`config.mk`:
```
export PLATFORM = sky130hd
export DESIGN_NAME = pwr_warn_gate
export DESIGN_NICKNAME = d
export VERILOG_FILES = /design/src/rtl/pwr_warn_gate.sv
export SDC_FILE = /design/constraint.sdc
export NUM_CORES = 1
export LEC_CHECK = 0
export ABC_AREA = 0
export BUFFER_PORTS_ARGS = -buffer_cell sky130_fd_sc_hd__buf_2
export CELL_PAD_IN_SITES_DETAIL_PLACEMENT = 0
export CELL_PAD_IN_SITES_GLOBAL_PLACEMENT = 1
export CORE_MARGIN = 4
export CORE_UTILIZATION = 40
export CTS_BUF_LIST = sky130_fd_sc_hd__clkbuf_8
export DETAILED_ROUTE_END_ITERATION = 7
export GPL_ROUTABILITY_DRIVEN = 0
export PLACE_DENSITY_LB_ADDON = 0.1
export SLEW_MARGIN = 25
export SYNTH_ARGS = -nofsm -noshare
export SYNTH_HDL_FRONTEND = slang
export SYNTH_SLANG_ARGS = --single-unit
export TNS_END_PERCENT = 5
```
`constraint.sdc`:
```
create_clock -name clk -period 1.4 [get_ports clk]
set_input_delay 0.14 -clock clk [delete_from_list [all_inputs] [get_ports clk]]
set_output_delay 0.14 -clock clk [all_outputs]
set_load 0.005 [all_outputs]
```
`src/rtl/pwr_warn_gate.sv`:
```
module pwr_warn_gate #(
  parameter int VW      = 12,
  parameter int SW      = 4,
  parameter int BASE_MV = 1700,
  parameter int STEP_MV = 100,
  parameter int HYST_MV = 50
) (
  input  logic          clk,
  input  logic          rst_n,
  input  logic [VW-1:0] vdd_mv,
  input  logic          cfg_en,
  input  logic [SW-1:0] cfg_thr,
  input  logic          irq_en,
  input  logic          evt_clr,
  input  logic          req_valid,
  output logic          req_grant,
  output logic          req_reject,
  output logic          evt_flag,
  output logic          irq,
  output logic          below
);

  localparam int CW = VW + 1;

  logic [CW-1:0] thr, vext;
  logic          drop, rise, low_q, low_d, set_evt;

  assign thr  = CW'(BASE_MV + STEP_MV * int'(cfg_thr));
  assign vext = {1'b0, vdd_mv};
  assign drop = vext < thr;
  assign rise = vext > (thr + CW'(HYST_MV));

  always_comb begin
    low_d = low_q;
    if (!cfg_en)              low_d = 1'b0;
    else if (!low_q && drop)  low_d = 1'b1;
    else if (low_q && rise)   low_d = 1'b0;
  end

  assign set_evt = cfg_en && !low_q && drop;

  always_ff @(posedge clk or negedge rst_n) begin
    if (!rst_n) begin
      low_q      <= 1'b0;
      evt_flag   <= 1'b0;
      req_grant  <= 1'b0;
      req_reject <= 1'b0;
    end else begin
      low_q      <= low_d;
      if (set_evt)      evt_flag <= 1'b1;
      else if (evt_clr) evt_flag <= 1'b0;
      req_grant  <= req_valid && !(cfg_en && low_d);
      req_reject <= req_valid && cfg_en && low_d;
    end
  end

  assign below = low_q;
  assign irq   = evt_flag && irq_en;

endmodule

```
==> results of run 1 <==
worst max-delay path, cell delays in order:
cell       delay (ns)
buf_8            0.10
ha_4             0.27
ha_4             0.13
inv_2            0.03
fa_2             0.55
nor2b_4          0.22
a211oi_4         0.09
xnor2_1          0.14
nand3b_1         0.18
xnor2_1          0.15
ha_1             0.34
a2111oi_2        0.33
o31ai_1          0.14
o22a_1           0.21
and3_1           0.15
routing by layer:
layer | track usage | vias up | part of all wire
met5 | 0 | - | 0
met4 | 0.0190 | 0 | 0.0069
met3 | 0.0191 | 2 | 0.030
met2 | 0.289 | 17 | 0.49
met1 | 0.223 | 516 | 0.48
li1 | - | 600 | -
cell type report:
class                      instances  area [µm²]
clock buffer                       3        41.3
fill                             229         863
inverter                          17        63.8
multi-input combinational        112        1040
sequential                         4         100
tap                               30        37.5
timing repair buffer              59         397
repair_timing:
item,in CTS,in global routing
endpoints found under the setup margin,4,4
resized for setup,6,8
pin swaps,7,5
setup buffers,1,0
hold buffers,1,0
endpoints found under the hold margin,4,0
cells in the final DEF, fill, tap and decap left out, types with 2 or more instances in the layout:
| cell | Yosys | routed |
|---|---|---|
| xnor2_1 | 11 | 11 |
| a21o_1 | 3 | 3 |
| o21ai_0 | 5 | 5 |
| nor2b_4 | 0 | 2 |
| nand3b_1 | 2 | 2 |
| nand2_1 | 12 | 11 |
| dfrtp_1 | 4 | 4 |
| buf_4 | 0 | 32 |
| nor2b_1 | 7 | 6 |
| xor2_1 | 2 | 2 |
| a21oi_1 | 10 | 9 |
| ha_1 | 30 | 27 |
| nand4_1 | 2 | 2 |
| a211oi_1 | 3 | 2 |
| inv_1 | 17 | 16 |
| buf_2 | 0 | 24 |
| ha_4 | 0 | 3 |
| a31oi_1 | 2 | 2 |
| clkbuf_8 | 0 | 3 |
| nor2_1 | 2 | 2 |
report_power, final:
part / switching, mW / internal, mW / leakage, nW
logic: 0.631 / 0.703 / 0.797
clock network: 0.0568 / 0.183 / 0.0216
registers: 0.0221 / 0.157 / 0.0509
Yosys cell counts (all sizes together), types with 2 or more instances:
| cell type | n |
|---|---|
| ha | 30 |
| inv | 17 |
| nand2 | 12 |
| xnor2 | 11 |
| a21oi | 10 |
| nor2b | 8 |
| o21ai | 6 |
| a211oi | 4 |
| dfrtp | 4 |
| a21o | 3 |
| a31oi | 2 |
| nand3b | 2 |
| nand4 | 2 |
| nor2 | 2 |
| nor3 | 2 |
| xor2 | 2 |
metrics by stage:
step / std cells / area, µm² / setup TNS (ns) / power [mW]
after CTS: 225 / 1640 / -6.37 / 1.73
after detailed placement: 220 / 1550 / -7.84 / 1.41
after floorplan: 133 / 1150 / -6.26 / 0.957
after global placement: 220 / 1550 / -7.35 / 1.38
final: 225 / 1680 / -6.30 / 1.75
after global routing: 225 / 1680 / -7.04 / 1.96
how the worst max path moves through the flow:
stage	from	end	slack (ns)	depth (start not counted)
floorplan	cfg_thr[1]	req_grant	-1.71	15
global route	cfg_thr[1]	req_grant	-1.87	16
global placement	cfg_thr[0]	req_grant	-1.95	16
CTS	cfg_thr[0]	req_grant	-1.71	15
detailed placement	cfg_thr[0]	req_grant	-2.09	17
finish	cfg_thr[1]	req_grant	-1.68	15
state kept, by name (all words and copies together), names as in the netlist:
| signal | flops |
|---|---|
| req_reject | 1 |
| req_grant | 1 |
| below | 1 |
| evt_flag | 1 |
kinds of logic (layout without fill, tap and decap cells):
family / Yosys count / count (layout) / share of synthesized area
DFF: 4 / 4 / 0.0912
AOI/OAI and AO/OA: 34 / 34 / 0.220
xor gates and xnor gates: 13 / 13 / 0.104
buffers and inverters: 17 / 79 / 0.0582
and+or+nand+nor: 34 / 34 / 0.166
adders and majority gates: 31 / 31 / 0.360
==> results.json, run 1 <==
{
  "holdPathEnd": "evt_flag",
  "cts-buffers-inserted": 3,
  "syn_avg_cell_area_um2": 8.25,
  "viasPerCell": 5.04,
  "drt_pass1_iterations": 5,
  "syn_inst": 133,
  "start_util": 0.431,
  "tightest_slew_ns": 0.292,
  "ioPinCount": 27,
  "synth_nets": 186,
  "power_density_mw_per_mm2": 1040,
  "outcome": "finished with violations",
  "crit_type": "in2reg",
  "rr_startpoint": "below",
  "setup_viol": 4,
  "wl_per_cell_um": 11.7,
  "ir_drop_uv": 980,
  "row_count": 18,
  "core_mm2": 0.00254,
  "place_hpwl_um": 2330,
  "synth_seq_area_share": 0.0912,
  "grt_pass1_wl_um": 4690,
  "hold_ws_ns": 0.113,
  "post-route-worst-setup-slack_ns": -1.68,
  "antenna_found_initial": 0,
  "maxCapViolCount": 0,
  "yosys.area.top_type": "ha_1",
  "drive_gt1_frac": 0.400,
  "cts.path.max_buffers": 2,
  "first_global_vias": 1149,
  "wl_um": 2630,
  "grt_max_degree": 8,
  "n_antenna_cell": 0,
  "grt_overflow": 0,
  "synth_edf_count": 0,
  "hold_violations": 0,
  "syn_to_final_growth_pct": 53.2,
  "hp-class": "in2reg",
  "via_count": 1135,
  "synth_area_leaders": "ha_1 (34%), dfrtp_1 (9.1%), xnor2_1 (8.8%)",
  "clk_latency_ns": 0.21,
  "cp-end-kind": "flop",
  "fmax_ghz": 0.324,
  "final_max_slew_viol_count": 0,
  "cts.sinks": 4,
  "whs_path_depth": 2,
  "p_leak_nw": 0.870,
  "reg2reg_to": "req_grant",
  "ctsHtreeMaxLevel": 1,
  "syn_area_mm2": 0.00110,
  "rsz0062_at_grt": "yes",
  "fin_util": 0.661,
  "ys_types": 35,
  "die_h_um": 60.4,
  "clockRootBuffer": "clkbuf_8",
  "start_kind": "input pin",
  "synth_ff_type": "dfrtp_1",
  "cp.required_ns": 1.50,
  "max_slew_margin": 0.805,
  "hold_start": "evt_clr",
  "period_needed_ns": 3.08,
  "synth_async_sr_flop_share": 1.00,
  "die_w_um": 60.4,
  "post-route-period-util": 2.20,
  "regToRegSetupSlack_ns": -0.04,
  "violations": "negative setup slack",
  "cp.arrival_ns": 3.18,
  "clk_pin_slew_worst_paths_ns": 0.03,
  "yosys_warnings": 0,
  "cp_max_fo": 4,
  "drt_iter0_drc": 30,
  "final_nets": 250,
  "dieArea_mm2": 0.00365,
  "r2r_cells": 5,
  "drc_errors": 0,
  "pre_cts_slack_ns": -2.09,
  "drtAntennaViolNets": 0,
  "cts_tree": "built",
  "grt_usage": 0.165,
  "io_buffers": 26,
  "yosysTopAreaCellShare": 0.342,
  "finClkSkew_ns": 0.00438,
  "synth-seq-cells": 4
}
Note: power is estimated with default switching activity, not from simulation.
==> inputs of run 2 (changes only) <==
REMOVE_ABC_BUFFERS = 1   (was unset)
==> run 2 against run 1 <==
  * The run still ends with negative setup slack left
  * Clock skew down 0.0020 ns
  * Largest cell class unchanged
  * Non-clock buffer count increased by 12
  * Cell area rose by 7.8%
  * Cell count rose by 5.3%
  * Total power grew 9.7%
  * Flip-flop and latch count unchanged
==> results.json, run 2 (synthesis gave the netlist of run 1 again) <==
{
  "core_mm2": 0.00254,
  "ioPinCount": 27,
  "violations": "negative setup slack",
  "cts.sinks": 4,
  "layout_common_cells": "buf_4 (44), ha_1 (25), buf_2 (24)",
  "met3_length_um": 86,
  "antenna_found_initial": 0,
  "cp.required_ns": 1.50,
  "setup_viol": 4,
  "finalPower_mw": 1.92,
  "clockRootBuffer": "clkbuf_8",
  "start_util": 0.431,
  "grt_pass1_wl_um": 5040,
  "outcome": "finished with violations",
  "post-route-period-util": 2.24,
  "via_count": 1206,
  "drive_gt1_frac": 0.469,
  "power_density_mw_per_mm2": 1060,
  "hold_ws_ns": 0.109,
  "multi_input_area_mm2": 0.00108,
  "wl_um": 2940,
  "top_layer": "met4",
  "pre_cts_slack_ns": -2.15,
  "final_max_slew_viol_count": 0,
  "wl_per_cell_um": 12.4,
  "rsz0062_at_grt": "yes",
  "place_hpwl_um": 2470,
  "ir_drop_uv": 1540,
  "tightest_slew_ns": 0.286,
  "hold_violations": 0,
  "drt_iter0_drc": 18,
  "dieArea_mm2": 0.00365,
  "max_slew_margin": 0.807,
  "drt_pass1_iterations": 4,
  "first_global_vias": 1234,
  "hp-class": "in2reg",
  "viasPerCell": 5.09,
  "p_leak_nw": 0.927,
  "grt_usage": 0.175,
  "placed_area_mm2": 0.00157,
  "crit_type": "in2reg",
  "clk_pin_slew_worst_paths_ns": 0.03,
  "finClkSkew_ns": 0.00239,
  "grt_max_degree": 7,
  "cts.path.max_buffers": 2,
  "final_cell_area_mm2": 0.00181,
  "row_count": 18,
  "cp.arrival_ns": 3.23,
  "p_clk_frac": 0.124,
  "sequentialPowerShare": 0.091,
  "cts_tree": "built",
  "maxCapViolCount": 0,
  "post-route-worst-setup-slack_ns": -1.73,
  "final-seq-area_um2": 100,
  "n_antenna_cell": 0,
  "io_buffers": 26,
  "num-fill-cells": 213,
  "tns_ns": -6.44,
  "power_switching_mw": 0.772,
  "dr_wl_met2_um": 1570,
  "die_h_um": 60.4,
  "period_needed_ns": 3.13,
  "cp-end-kind": "flop",
  "combinationalPowerShare": 0.785,
  "syn_to_final_growth_pct": 65.2,
  "grt_overflow": 0,
  "layout_commonest_cell": "buf_4",
  "cp_max_fo": 4,
  "intPower_mw": 1.15,
  "clk_latency_ns": 0.21,
  "fmax_ghz": 0.319,
  "final_nets": 262,
  "start_kind": "input pin",
  "drtAntennaViolNets": 0,
  "switching_share": 0.402,
  "die_w_um": 60.4,
  "cts-buffers-inserted": 3,
  "ctsHtreeMaxLevel": 1,
  "wl_met1_um": 1250,
  "drc_errors": 0
}
[run 2: changes by cell type in the layout (fill, tap and decap cells not counted), sizes merged]
| cell | delta |
|---|---|
| buf | +12 |
[run 2: routing by layer]
layer / global-route usage / vias up
li1: - / 632
met1: 0.219 / 551
met2: 0.327 / 19
met3: 0.0234 / 4
met4: 0.0222 / 0
met5: 0 / -
[run 2: worst paths after layout]
| kind | slack, ns | from | cells after the start | to |
|---|---|---|---|---|
| worst max-delay path | -1.73 | cfg_thr[0] | 17 | req_grant |
| worst max register to register | 0.03 | below | 6 | req_grant |
| max in group asynchronous | 1.02 | rst_n | 2 | evt_flag |
| min in group asynchronous | 0.26 | rst_n | 2 | below |
| worst min-delay path | 0.11 | evt_clr | 2 | evt_flag |
| worst min register to register | 0.56 | evt_flag | 2 | evt_flag |
[run 2: timing repair]
item / 4_1_cts / 5_1_grt
setup buffers: 2 / 2
pin swaps: 12 / 7
gates resized for setup: 22 / 11
setup endpoints to repair: 4 / 4
hold buffers: 1 / 0
hold endpoints to repair: 4 / 0
[run 2: worst max-delay path, stage by stage]
cell      delay, ns
buf_8          0.10
buf_4          0.14
ha_4           0.16
ha_4           0.15
inv_2          0.05
fa_2           0.46
nor2b_4        0.16
a211oi_2       0.23
xnor2_1        0.11
nand3b_1       0.18
xnor2_1        0.14
ha_1           0.35
nand2_2        0.09
nor4_4         0.28
a21oi_1        0.09
o22a_1         0.25
and3_1         0.15
[run 2: per-stage QoR]
stage	cells	utilization
floorplan	133	-
global placement	229	0.615
detailed placement	229	0.615
CTS	235	0.681
global route	237	0.712
finish	237	0.712
[run 2: final cells by class]
| cell class | instances | area share |
|---|---|---|
| clock buffer | 3 | 0.0228 |
| tap | 30 | 0.0207 |
| timing repair buffer | 71 | 0.268 |
| multi-input combinational | 112 | 0.598 |
| sequential | 4 | 0.0552 |
| inverter | 17 | 0.0352 |
[run 2: power by group through the flow]
stage          clock (mW)  sequential (mW)  combinational [mW]
6_report            0.239            0.174                1.51
5_1_grt             0.248            0.181                1.68
4_1_cts             0.239            0.175                1.40
3_5_place_dp            0            0.177                1.27
3_3_place_gp            0            0.174                1.22
2_1_floorplan           0            0.183               0.721
